$ cat config.mk
export PLATFORM = sky130hd
export DESIGN_NAME = pot_i2c_rx
export DESIGN_NICKNAME = d
export VERILOG_FILES = /design/src/rtl/pot_i2c_pkg.sv /design/src/rtl/pot_i2c_sync.sv /design/src/rtl/pot_i2c_cond.sv /design/src/rtl/pot_i2c_engine.sv /design/src/rtl/pot_i2c_rx.sv
export SDC_FILE = /design/constraint.sdc
export NUM_CORES = 1
export LEC_CHECK = 0
export CORE_MARGIN = 2
export CORE_UTILIZATION = 60
export CTS_BUF_LIST = sky130_fd_sc_hd__clkbuf_4 sky130_fd_sc_hd__clkbuf_8 sky130_fd_sc_hd__clkbuf_16
export CTS_CLUSTER_SIZE = 10
export DETAILED_ROUTE_END_ITERATION = 16
export DONT_BUFFER_PORTS = 1
export PLACE_DENSITY = 0.76
export SETUP_SLACK_MARGIN = 0.4
export SKIP_LAST_GASP = 1
export SYNTH_ARGS = -nofsm -noshare
export SYNTH_HDL_FRONTEND = slang
export SYNTH_HIERARCHICAL = 1
export SYNTH_SLANG_ARGS = --single-unit
$ cat constraint.sdc
create_clock -name clk -period 2.48 [get_ports clk]
set_input_delay 0.496 -clock clk [delete_from_list [all_inputs] [get_ports clk]]
set_output_delay 0.496 -clock clk [all_outputs]
set_load 0.01 [all_outputs]
$ cat src/rtl/pot_i2c_pkg.sv
package pot_i2c_pkg;
  localparam logic [4:0] ADDR_HI = 5'b01011;

  typedef enum logic [2:0] {
    S_IDLE, S_RX, S_ACK0, S_ACK1, S_TX, S_RACK
  } eng_st_t;

  typedef struct packed {
    logic [7:0] instr;
    logic [7:0] data;
    logic       has_data;
  } cmd_t;
endpackage

$ cat src/rtl/pot_i2c_sync.sv
module pot_i2c_sync #(
  parameter int W      = 2,
  parameter int STAGES = 2
) (
  input  logic         clk,
  input  logic         rst_n,
  input  logic [W-1:0] d,
  output logic [W-1:0] q
);
  logic [W-1:0] pipe [STAGES];

  always_ff @(posedge clk or negedge rst_n) begin
    if (!rst_n) begin
      for (int i = 0; i < STAGES; i++) pipe[i] <= '1;
    end else begin
      pipe[0] <= d;
      for (int i = 1; i < STAGES; i++) pipe[i] <= pipe[i-1];
    end
  end

  assign q = pipe[STAGES-1];
endmodule

$ cat src/rtl/pot_i2c_cond.sv
module pot_i2c_cond (
  input  logic clk,
  input  logic rst_n,
  input  logic scl_s,
  input  logic sda_s,
  output logic scl_rise,
  output logic scl_fall,
  output logic start_det,
  output logic stop_det
);
  logic scl_q, sda_q;

  always_ff @(posedge clk or negedge rst_n) begin
    if (!rst_n) begin
      scl_q <= 1'b1;
      sda_q <= 1'b1;
    end else begin
      scl_q <= scl_s;
      sda_q <= sda_s;
    end
  end

  assign scl_rise  = scl_s & ~scl_q;
  assign scl_fall  = ~scl_s & scl_q;
  assign start_det = scl_s & scl_q & sda_q & ~sda_s;
  assign stop_det  = scl_s & scl_q & ~sda_q & sda_s;
endmodule

$ cat src/rtl/pot_i2c_engine.sv
module pot_i2c_engine
  import pot_i2c_pkg::*;
#(
  parameter int DATA_BITS = 8
) (
  input  logic       clk,
  input  logic       rst_n,
  input  logic       sda_s,
  input  logic       scl_rise,
  input  logic       scl_fall,
  input  logic       start_det,
  input  logic       stop_det,
  input  logic [1:0] addr_lo,
  input  logic [7:0] rd_byte,
  output logic       sda_oe,
  output logic       engaged,
  output logic       evt_valid,
  output cmd_t       evt_cmd
);
  localparam logic [7:0] DMASK = 8'((9'd1 << DATA_BITS) - 9'd1);

  eng_st_t    st;
  logic [3:0] bitcnt;
  logic [1:0] byte_idx;
  logic [7:0] sh, tx_sh, instr;
  logic       rw, mack;
  logic [7:0] full;
  logic       frame_end, instr_only;

  assign full       = {sh[6:0], sda_s};
  assign frame_end  = start_det | stop_det;
  // the closing condition adds one SCL rise of its own, so bitcnt <= 1
  assign instr_only = (st == S_RX) && (byte_idx == 2'd2) && (bitcnt <= 4'd1) && !rw;
  assign engaged    = (st != S_IDLE);

  always_ff @(posedge clk or negedge rst_n) begin
    if (!rst_n) begin
      st        <= S_IDLE;
      bitcnt    <= '0;
      byte_idx  <= '0;
      sh        <= '0;
      tx_sh     <= '0;
      instr     <= '0;
      rw        <= 1'b0;
      mack      <= 1'b0;
      sda_oe    <= 1'b0;
      evt_valid <= 1'b0;
      evt_cmd   <= '0;
    end else begin
      evt_valid <= 1'b0;
      if (frame_end) begin
        if (instr_only) begin
          evt_valid <= 1'b1;
          evt_cmd   <= '{instr: instr, data: 8'h00, has_data: 1'b0};
        end
        sda_oe   <= 1'b0;
        bitcnt   <= '0;
        byte_idx <= '0;
        rw       <= 1'b0;
        st       <= start_det ? S_RX : S_IDLE;
      end else begin
        unique case (st)
          S_RX: if (scl_rise) begin
            sh <= full;
            if (bitcnt != 4'd7) begin
              bitcnt <= bitcnt + 4'd1;
            end else begin
              bitcnt <= '0;
              unique case (byte_idx)
                2'd0: begin
                  if (full[7:1] == {ADDR_HI, addr_lo}) begin
                    rw       <= full[0];
                    byte_idx <= 2'd1;
                    st       <= S_ACK0;
                  end else begin
                    st <= S_IDLE;
                  end
                end
                2'd1: begin
                  instr    <= full;
                  byte_idx <= 2'd2;
                  st       <= S_ACK0;
                end
                2'd2: begin
                  evt_valid <= 1'b1;
                  evt_cmd   <= '{instr: instr, data: full & DMASK, has_data: 1'b1};
                  byte_idx  <= 2'd3;
                  st        <= S_ACK0;
                end
                default: st <= S_IDLE;
              endcase
            end
          end
          S_ACK0: if (scl_fall) begin
            sda_oe <= 1'b1;
            st     <= S_ACK1;
            if (rw) tx_sh <= rd_byte;
          end
          S_ACK1: if (scl_fall) begin
            bitcnt <= '0;
            if (rw) begin
              sda_oe <= ~tx_sh[7];
              st     <= S_TX;
            end else begin
              sda_oe <= 1'b0;
              st     <= S_RX;
            end
          end
          S_TX: if (scl_fall) begin
            if (bitcnt == 4'd7) begin
              sda_oe <= 1'b0;
              st     <= S_RACK;
            end else begin
              sda_oe <= ~tx_sh[6];
              tx_sh  <= {tx_sh[6:0], 1'b0};
              bitcnt <= bitcnt + 4'd1;
            end
          end
          S_RACK: begin
            if (scl_rise) mack <= ~sda_s;
            if (scl_fall) begin
              if (mack) begin
                tx_sh  <= rd_byte;
                sda_oe <= ~rd_byte[7];
                bitcnt <= '0;
                st     <= S_TX;
              end else begin
                st <= S_IDLE;
              end
            end
          end
          default: ;
        endcase
      end
    end
  end
endmodule

$ cat src/rtl/pot_i2c_rx.sv
module pot_i2c_rx
  import pot_i2c_pkg::*;
#(
  parameter int DATA_BITS   = 8,
  parameter int SYNC_STAGES = 2
) (
  input  logic       clk,
  input  logic       rst_n,
  input  logic       scl_i,
  input  logic       sda_i,
  output logic       sda_oe,
  input  logic       addr_pin1,
  input  logic       addr_pin0,
  input  logic [7:0] rd_byte,
  output logic       cmd_valid,
  input  logic       cmd_ready,
  output logic [7:0] cmd_instr,
  output logic [7:0] cmd_data,
  output logic       cmd_has_data
);
  logic [1:0] bus_s;
  logic       scl_s, sda_s;
  logic       scl_rise, scl_fall, start_det, stop_det;
  logic       engaged, evt_valid;
  cmd_t       evt_cmd, hold;

  pot_i2c_sync #(.W(2), .STAGES(SYNC_STAGES)) u_sync (
    .clk(clk), .rst_n(rst_n), .d({scl_i, sda_i}), .q(bus_s)
  );
  assign scl_s = bus_s[1];
  assign sda_s = bus_s[0];

  pot_i2c_cond u_cond (
    .clk(clk), .rst_n(rst_n), .scl_s(scl_s), .sda_s(sda_s),
    .scl_rise(scl_rise), .scl_fall(scl_fall),
    .start_det(start_det), .stop_det(stop_det)
  );

  pot_i2c_engine #(.DATA_BITS(DATA_BITS)) u_eng (
    .clk(clk), .rst_n(rst_n), .sda_s(sda_s),
    .scl_rise(scl_rise), .scl_fall(scl_fall),
    .start_det(start_det), .stop_det(stop_det),
    .addr_lo({addr_pin1, addr_pin0}), .rd_byte(rd_byte),
    .sda_oe(sda_oe), .engaged(engaged),
    .evt_valid(evt_valid), .evt_cmd(evt_cmd)
  );

  always_ff @(posedge clk or negedge rst_n) begin
    if (!rst_n) begin
      cmd_valid <= 1'b0;
      hold      <= '0;
    end else begin
      if (cmd_valid && cmd_ready) cmd_valid <= 1'b0;
      if (evt_valid && (!cmd_valid || cmd_ready)) begin
        cmd_valid <= 1'b1;
        hold      <= evt_cmd;
      end
    end
  end

  assign cmd_instr    = hold.instr;
  assign cmd_data     = hold.data;
  assign cmd_has_data = hold.has_data;
endmodule

==> impl_metrics.py, run 1 <==
metrics = {
    "global_routing": {
        "grtUsageMet3_pct": 7.03,
        "gr-usage-met1_pct": 30.0,
        "antenna_found_initial": 0,
        "grt_max_degree": 78,
        "busiest_layer": "met2",
        "grt_usage_pct": 22.1,
        "grt-ovfl-total": 0,
        "grt_pass1_vias": 2173,
        "grt_pass1_wl_mm": 10.8,
        "met2_usage_pct": 33.8,
    },
    "cts": {
        "clockRootBuffer": "clkbuf_8",
        "clkLatencyLatePin_ns": 0.36,
        "cts_tree": "built",
        "htreeDepth": 3,
        "clk_path_buf_depth": 2,
        "clk_pin_slew_ns": 0.09,
        "cts.sinks": 77,
        "numCtsBuffers": 9,
    },
    "sta": {
        "hold_slack_ns": -0.182,
        "slew_violations": 0,
        "tightest_slew_ns": 0.415,
        "hold_violations": 71,
        "rsz0062_at_grt": "yes",
        "finalSetupTns_ns": 0,
        "period_share_pct": 83.9,
        "fin_crit_ns": 2.08,
        "slew_headroom_pct": 72.1,
        "max_freq_ghz": 0.481,
        "fin_skew_ns": 0.0154,
        "setup_viol": 0,
        "layout_setup_ws_ns": 0.399,
    },
    "cells_and_area": {
        "stdcell_area_mm2": 0.00398,
        "drive_gt1_share_pct": 39.3,
        "diodes": 0,
        "nNetsFinal": 307,
        "syn_to_final_growth_pct": 9.92,
        "utilization_pct": 67.6,
    },
    "drt": {
        "detail_route.wl_per_cell_um": 17.9,
        "drt_wl_total_mm": 6.53,
        "drt_pass1_iterations": 5,
        "route.vias.total": 2158,
        "route.detailed.drc": 0,
        "ant_nets": 0,
        "drt_iter0_drc": 130,
        "detail_route.vias_per_cell": 5.91,
    },
    "place": {
        "port_buffers": 0,
        "dpl_cell_area_mm2": 0.00368,
        "gp_congestion": 0.834,
        "dp_slack_ns": 0.244,
        "dp_hpwl_mm": 4.27,
    },
    "die": {
        "pin_count": 34,
        "die_h_um": 81.7,
        "die_w_um": 81.7,
        "core_mm2": 0.00589,
        "num_rows": 28,
        "initial_core_util_pct": 61.5,
        "die_area_mm2": 0.00667,
    },
    "yosys": {
        "ys.warnings.count": 6,
        "syn_nets": 293,
        "synthCells": 271,
        "synth_area_per_cell_um2": 13.4,
        "syn_area_mm2": 0.00362,
    },
    "pwr": {
        "p_leak_nw": 1.91,
        "p_sw_share_pct": 30.7,
        "p_seq_share_pct": 50.8,
        "p_clk_share_pct": 31.4,
        "ir_worst_vdd_mv": 0.679,
        "pwr-share-comb_pct": 17.8,
        "p_switching_w": 0.000940,
        "p_int_w": 0.00213,
        "p_per_area_mw_per_mm2": 771,
    },
    "worst_setup_path": {
        "worst_path_largest_cell_delay_ns": 0.56,
        "critPathMostFrequentCell": "nor2_2",
        "cp.arrival_ns": 2.33,
        "crit_required_ns": 2.73,
        "cp-start-kind": "flop",
        "crit_type": "flop to flop",
        "cp-end-kind": "flop",
        "path_max_fanout": 12,
        "crit_chain": "and4b_1 -> nor2_2 -> nand3_4 -> nor2_2 -> o21ai_2 -> buf_6 -> buf_12 -> a22o_1",
        "slowest_stage": "dfstp_2",
    },
    "job": {
        "cap_violations": 0,
    },
    "outcome": {
        "status": "finished, violations left",
        "violations": "negative hold slack",
    },
    "min_path": {
        "hold_path_class": "input port to asynchronous set/reset pin",
    },
}
path summary, 6_finish.rpt:
path / to / slack (ns) / cells after the start / startpoint
worst max-delay path: u_eng/evt_cmd[3]$_DFFE_PN0P_ / 0.40 / 8 / u_sync/q[0]$_DFF_PN1_
worst max register to register: u_eng/evt_cmd[3]$_DFFE_PN0P_ / 0.40 / 8 / u_sync/q[0]$_DFF_PN1_
max in group asynchronous: u_cond/scl_q$_DFF_PN1_ / 2.43 / 0 / rst_n
worst min-delay path: cmd_data[3]$_DFFE_PN0P_ / -0.18 / 0 / rst_n
min in group clk: u_sync/pipe[2]$_DFF_PN1_ / 0.14 / 0 / sda_i
worst min register to register: u_sync/q[1]$_DFF_PN1_ / 0.35 / 0 / u_sync/pipe[3]$_DFF_PN1_
power by group through the flow:
stage	Combinational (W)	Clock, W	Sequential (W)
global route	0.000595	0.00103	0.00159
global placement	0.000480	0	0.00156
floorplan	0.000487	0	0.00147
CTS	0.000522	0.000979	0.00155
detailed placement	0.000497	0	0.00158
finish	0.000547	0.000961	0.00156
stage by stage:
stage                     total power [W]  std cells  hold WS (ns)
final                             0.00307        365        -0.182
after global routing              0.00322        365        -0.208
after CTS                         0.00305        363        -0.191
after detailed placement          0.00207        342         0.202
after global placement            0.00204        342         0.202
after floorplan                   0.00196        271         0.200
sequential cells by signal, summed over array words and instances, names as in the netlist, 2 cells and up:
register / flops
cmd_instr: 8
u_eng/bitcnt: 4
u_eng/evt_cmd: 17
u_eng/st: 3
u_eng/tx_sh: 8
u_eng/sh: 7
cmd_data: 8
u_eng/instr: 8
u_sync/q: 2
u_sync/pipe: 2
u_eng/byte_idx: 2
cell type report:
cell class | count | area [um^2]
well taps | 75 | 93.8
clock inverters | 6 | 68.8
fillers | 418 | 1910
flip-flops and latches | 77 | 1940
multi-input cells | 174 | 1590
inverters | 9 | 33.8
repair buffers | 14 | 121
clock buffers | 10 | 131
per-layer routing:
metal	vias to the layer above	routed length [um]
li1	1007	-
met1	1092	3000
met2	47	3150
met3	12	259
met4	0	116
met5	-	0
layout by cell type (no fill, tap or decap), types with 7 or more instances in the layout:
cell and instances:
inv_1 9, mux2_4 11, dfrtp_1 68, buf_4 12, mux2_2 44, nand2_1 12, ha_1 7, clkbuf_8 9
a22o_1 9
repair_timing:
action / CTS / global route
resized for setup: 4 / 7
setup endpoints to repair: 34 / 37
pin swaps: 2 / 3
buffers inserted: 5 / 2
endpoints found under the hold margin: 77 / 77
critical path, delay by kind of cell (launching register included):
family,cells,cell delay (ns)
compound gates,2,0.30
flops,1,0.56
simple gates,4,0.82
buf+inv,2,0.30
Note: power is estimated with default switching activity, not from simulation.
==> run 2: changes to the inputs <==
==> constraint.sdc (replaced) <==
create_clock -name clk -period 2.2 [get_ports clk]
set_input_delay 0.44 -clock clk [delete_from_list [all_inputs] [get_ports clk]]
set_output_delay 0.44 -clock clk [all_outputs]
set_load 0.01 [all_outputs]
==> run 2 against run 1 <==
Critical path type unchanged; hold slack worse by 0.041 ns; first-iteration DRC count up 6.9%; critical path depth down 1; sequential cell count unchanged; setup slack worse by 0.36 ns; critical endpoint is now u_eng/tx_sh[4]$_DFFE_PN0P_; largest cell class unchanged; combinational power up 47%; final area up 9.5%; largest power group unchanged; the flow still finishes with violations (negative hold slack); final cell count up 6.8%; sequential share of layout area down 4.3 points; power up 18%.
==> impl_metrics.py, run 2 (synthesized netlist as in run 1, its figures left out) <==
metrics = {
    "outcome": {
        "status": "finished, violations left",
        "violations": "negative hold slack",
    },
    "drt": {
        "drt_pass1_iterations": 5,
        "ant_nets": 0,
        "met2_wirelength_mm": 3.62,
        "detail_route.vias_per_cell": 5.94,
        "drt_wl_total_mm": 7.28,
        "met3_length_um": 324,
        "drt_iter0_drc": 139,
        "route.vias.total": 2318,
        "wl_met1_mm": 3.19,
        "top_layer_used": "met4",
        "route.detailed.drc": 0,
        "detail_route.wl_per_cell_um": 18.7,
    },
    "cells_and_area": {
        "drive_gt1_share_pct": 46.7,
        "n_fill_cell": 345,
        "syn_to_final_growth_pct": 20.4,
        "layout_commonest_cell": "dfrtp_1",
        "layoutNonFillerInstCount": 390,
        "final_cell_mix": "dfrtp_1, mux2_2, buf_4, mux2_4, nand2_1",
        "diodes": 0,
        "top_register": "u_eng/evt_cmd",
        "largest_reg_flops": 17,
        "nNetsFinal": 332,
    },
    "die": {
        "core_mm2": 0.00589,
        "die_h_um": 81.7,
        "initial_core_util_pct": 61.5,
        "die_area_mm2": 0.00667,
        "pin_count": 34,
        "die_w_um": 81.7,
        "num_rows": 28,
    },
    "worst_setup_path": {
        "cp.arrival_ns": 2.40,
        "cp-end-kind": "flop",
        "crit_type": "flop to flop",
        "crit_required_ns": 2.43,
        "cp-start-kind": "flop",
        "path_max_fanout": 8,
    },
    "cts": {
        "clkLatencyLatePin_ns": 0.35,
        "cts_tree": "built",
        "clk_path_buf_depth": 2,
        "clk_pin_slew_ns": 0.08,
        "clockRootBuffer": "clkbuf_8",
        "cts.sinks": 77,
        "htreeDepth": 3,
        "numCtsBuffers": 9,
    },
    "pwr": {
        "p_per_area_mw_per_mm2": 827,
        "totalPowerFinal_w": 0.00360,
        "p_leak_nw": 2.11,
        "ir_worst_vdd_mv": 0.598,
    },
    "place": {
        "placed_cells": 348,
        "gp_congestion": 0.807,
        "port_buffers": 0,
        "dp_hpwl_mm": 4.23,
    },
    "global_routing": {
        "grt_pass1_vias": 2238,
        "grt-ovfl-total": 0,
        "grt_usage_pct": 22.3,
        "grt_max_degree": 78,
        "antenna_found_initial": 0,
        "grt_pass1_wl_mm": 11.1,
    },
    "job": {
        "cap_violations": 0,
    },
    "sta": {
        "hold_violations": 77,
        "slew_violations": 0,
        "fin_crit_ns": 2.16,
        "hold_slack_ns": -0.223,
        "fin_skew_ns": 0.00841,
        "max_freq_ghz": 0.462,
        "tightest_slew_ns": 0.489,
        "rsz0062_at_grt": "yes",
        "slew_headroom_pct": 67.3,
        "setup_viol": 0,
        "period_share_pct": 98.3,
    },
    "min_path": {
        "hold_path_class": "input port to asynchronous set/reset pin",
    },
}
## run 2: final cells by class
| type | instances | area (um^2) | area share, % |
|---|---|---|---|
| repair buffers | 39 | 368 | 8.44 |
| clock buffers | 10 | 138 | 3.16 |
| flip-flops and latches | 77 | 1930 | 44.4 |
| multi-input cells | 174 | 1720 | 39.5 |
| well taps | 75 | 93.8 | 2.15 |
| clock inverters | 6 | 67.6 | 1.55 |
| inverters | 9 | 33.8 | 0.775 |
## run 2: path summary, 6_finish.rpt
| path | slack (ns) | cells past startpoint | endpoint | startpoint |
|---|---|---|---|---|
| min in group clk | 0.08 | 0 | u_sync/pipe[3]$_DFF_PN1_ | scl_i |
| worst max-delay path | 0.04 | 7 | u_eng/tx_sh[4]$_DFFE_PN0P_ | u_sync/q[0]$_DFF_PN1_ |
| worst min-delay path | -0.22 | 0 | u_eng/evt_cmd[0]$_DFFE_PN0P_ | rst_n |
| max in group asynchronous | 2.21 | 0 | u_sync/q[0]$_DFF_PN1_ | rst_n |
| worst max register to register | 0.04 | 7 | u_eng/tx_sh[4]$_DFFE_PN0P_ | u_sync/q[0]$_DFF_PN1_ |
| worst min register to register | 0.36 | 0 | u_sync/q[1]$_DFF_PN1_ | u_sync/pipe[3]$_DFF_PN1_ |
## run 2: layer usage
metal	track usage, %	vias to the layer above
met4	8.00	0
met2	35.2	76
met3	4.62	16
met5	0	-
met1	30.8	1172
li1	-	1054
## run 2: timing repair
action | CTS | global route
gates resized for setup | 19 | 19
buffers inserted | 14 | 11
cloned | 0 | 1
pin swaps | 8 | 19
endpoints found under the setup margin | 43 | 44
endpoints found under the hold margin | 77 | 77
## run 2: worst max-delay path, cell delays in order (launching register included)
cell	delay (ns)
dfstp_2	0.55
and4b_1	0.24
or2_1	0.24
buf_4	0.14
buf_6	0.13
nor4b_4	0.22
buf_6	0.18
mux2_2	0.34
## run 2: where the power goes
part / switching, W / total, W / internal [W]
Clock: 0.000541 / 0.00110 / 0.000561
Sequential: 0.000162 / 0.00170 / 0.00154
Combinational: 0.000397 / 0.000804 / 0.000407
Total: 0.00110 / 0.00360 / 0.00250
## run 2: stage by stage
| step | worst slack [ns] | instance area [um^2] | util, % | TNS, ns |
|---|---|---|---|---|
| global placement | 0.133 | 3760 | 63.9 | 0 |
| floorplan | 0.0552 | 3670 | - | 0 |
| CTS | 0.147 | 4160 | 70.7 | 0 |
| global route | -0.0337 | 4360 | 74.0 | -0.199 |
| finish | 0.0369 | 4360 | 74.0 | 0 |
| detailed placement | 0.0871 | 3760 | 63.9 | 0 |
==> run 3: changes to the inputs <==
--- a/config.mk
+++ b/config.mk
@@ -5,6 +5,7 @@
 export SDC_FILE = /design/constraint.sdc
 export NUM_CORES = 1
 export LEC_CHECK = 0
+export ABC_AREA = 1
 export CORE_MARGIN = 2
 export CORE_UTILIZATION = 60
 export CTS_BUF_LIST = sky130_fd_sc_hd__clkbuf_4 sky130_fd_sc_hd__clkbuf_8 sky130_fd_sc_hd__clkbuf_16
==> run 3 against run 2 <==
The flow still finishes with violations (negative hold slack); setup slack improved by 0.40 ns; final area fell by 3.8%; via count rose by 25%; sequential power rose by 6%; sequential cell count did not move; power rose by 11%; register-to-register slack improved by 0.40 ns; largest cell class unchanged.
==> impl_metrics.py, run 3 <==
metrics = {
    "cells_and_area": {
        "drive_gt1_share_pct": 20.5,
        "largest_reg_flops": 17,
        "layoutNonFillerInstCount": 538,
        "final_cell_mix": "nand2_1, dfrtp_1, nand3_1, inv_1, nor2_1",
        "nNetsFinal": 480,
        "top_register": "u_eng/evt_cmd",
        "n_fill_cell": 468,
        "diodes": 0,
        "register_area_mm2": 0.00193,
        "syn_to_final_growth_pct": 11.7,
        "layout_commonest_cell": "nand2_1",
        "multi_input_area_mm2": 0.00166,
    },
    "cts": {
        "clk_path_buf_depth": 2,
        "cts.sinks": 77,
        "clockRootBuffer": "clkbuf_8",
        "numCtsBuffers": 9,
        "cts_tree": "built",
        "clkLatencyLatePin_ns": 0.35,
        "clk_pin_slew_ns": 0.08,
        "htreeDepth": 3,
    },
    "worst_setup_path": {
        "crit_type": "flop to flop",
        "ff2ff_path_depth": 11,
        "crit_chain": "inv_1 -> nand2_2 -> nor2_4 -> nor2_4 -> buf_4 -> nand2_1 -> inv_1 -> nand3_1 -> nand4_1 -> nand2_1 -> nand2_1",
        "crit_family": "simple AND/OR/NAND/NOR gates",
        "r2r_end": "u_eng/bitcnt[0]$_DFFE_PN0P_",
        "worst_path_largest_cell_delay_ns": 0.57,
        "crit_required_ns": 2.48,
        "reg2reg_from": "u_sync/q[0]$_DFF_PN1_",
        "r2r_slack_ns": 0.43,
        "critPathMostFrequentCell": "nand2_1",
        "cp-end-kind": "flop",
        "path_max_fanout": 9,
        "worstPathBufferInverterCount": 3,
        "cp-start-kind": "flop",
        "slowest_stage": "dfstp_2",
        "cp.arrival_ns": 2.05,
        "cp.depth": 11,
    },
    "drt": {
        "detail_route.vias_per_cell": 5.37,
        "drt_wl_total_mm": 7.65,
        "drt_pass1_iterations": 4,
        "detail_route.wl_per_cell_um": 14.2,
        "route.vias.total": 2891,
        "drt_iter0_drc": 174,
        "ant_nets": 0,
        "route.detailed.drc": 0,
    },
    "yosys": {
        "ys.warnings.count": 6,
        "synthCells": 443,
        "syn_nets": 465,
        "syn_area_mm2": 0.00375,
        "synth_area_per_cell_um2": 8.47,
    },
    "sta": {
        "hold_slack_ns": -0.219,
        "slew_violations": 0,
        "setup_viol": 0,
        "rsz0062_at_grt": "yes",
        "fin_crit_ns": 1.77,
        "max_freq_ghz": 0.566,
        "finalSetupTns_ns": 0,
        "fin_skew_ns": 0.0120,
        "period_share_pct": 80.3,
        "slew_headroom_pct": 70.8,
        "hold_violations": 77,
        "tightest_slew_ns": 0.438,
    },
    "die": {
        "initial_core_util_pct": 62.6,
        "die_area_mm2": 0.00690,
        "die_w_um": 83.1,
        "num_rows": 28,
        "die_h_um": 83.1,
        "core_mm2": 0.00599,
        "pin_count": 34,
    },
    "global_routing": {
        "grt_max_degree": 78,
        "antenna_found_initial": 0,
        "grt_usage_pct": 23.5,
        "grt_pass1_wl_mm": 13.0,
        "grt_pass1_vias": 2835,
        "grt-ovfl-total": 0,
    },
    "pwr": {
        "p_per_area_mw_per_mm2": 952,
        "ir_worst_vdd_mv": 0.532,
        "p_leak_nw": 2.22,
    },
    "place": {
        "placed_cells": 510,
        "dp_hpwl_mm": 5.18,
        "gp_congestion": 0.907,
        "port_buffers": 0,
    },
    "job": {
        "cap_violations": 0,
    },
    "outcome": {
        "status": "finished, violations left",
        "violations": "negative hold slack",
    },
    "min_path": {
        "hold_path_class": "input port to asynchronous set/reset pin",
    },
}
-- run 3: worst max-delay path by stage --
stage	from	endpoint	slack, ns
detailed placement	u_sync/q[0]$_DFF_PN1_	u_eng/evt_cmd[8]$_DFFE_PN0P_	0.28
floorplan	u_sync/q[1]$_DFF_PN1_	u_eng/st[1]$_DFFE_PN0P_	0.40
finish	u_sync/q[0]$_DFF_PN1_	u_eng/bitcnt[0]$_DFFE_PN0P_	0.43
global placement	u_sync/q[0]$_DFF_PN1_	u_eng/evt_cmd[0]$_DFFE_PN0P_	0.38
global route	u_sync/q[0]$_DFF_PN1_	u_eng/bitcnt[1]$_DFFE_PN0P_	0.32
CTS	u_sync/q[1]$_DFF_PN1_	u_eng/rw$_DFFE_PN0P_	0.42
-- run 3: timing repair --
item / 4_1_cts / 5_1_grt
cloned: 0 / 1
setup endpoints to repair: 30 / 43
gates resized for setup: 2 / 23
pin swaps: 1 / 7
buffers inserted: 5 / 6
hold endpoints to repair: 77 / 77
-- run 3: cell type report --
class / count / share of cell area, %
Sequential cell: 77 / 46.1
Multi-Input combinational cell: 316 / 39.6
Clock buffer: 12 / 3.64
Inverter: 36 / 3.34
Timing Repair Buffer: 18 / 3.31
Tap cell: 75 / 2.24
Clock inverter: 4 / 1.76
-- run 3: layer usage --
metal / global-route usage [%] / routed length (um) / vias up
met2: 39.7 / 3900 / 72
li1: - / - / 1435
met1: 28.3 / 3230 / 1369
met4: 9.24 / 167 / 0
met5: 0 / 0 / -
met3: 7.16 / 347 / 15
-- run 3: worst register-to-register path: stages (launching register included) --
cell and delay (ns):
dfstp_2 0.57, inv_1 0.06, nand2_2 0.07, nor2_4 0.05, nor2_4 0.14, buf_4 0.19, nand2_1 0.07, inv_1 0.10
nand3_1 0.12, nand4_1 0.20, nand2_1 0.08, nand2_1 0.06
-- run 3: power breakdown --
group	switching (W)	leakage (nW)	internal, W
logic	0.000624	1.08	0.000370
registers	0.000202	1.03	0.00161
clock network	0.000495	0.117	0.000696
-- run 3: stage by stage --
step	setup WS [ns]	utilization, %	cell area, um^2	power, W	hold WS, ns
6_report	0.433	70.0	4190	0.00399	-0.219
5_1_grt	0.315	70.0	4190	0.00426	-0.252
4_1_cts	0.422	67.6	4050	0.00394	-0.238
3_5_place_dp	0.277	63.1	3780	0.00274	0.146
3_3_place_gp	0.380	63.1	3780	0.00269	0.146
2_1_floorplan	0.402	-	3750	0.00254	0.144
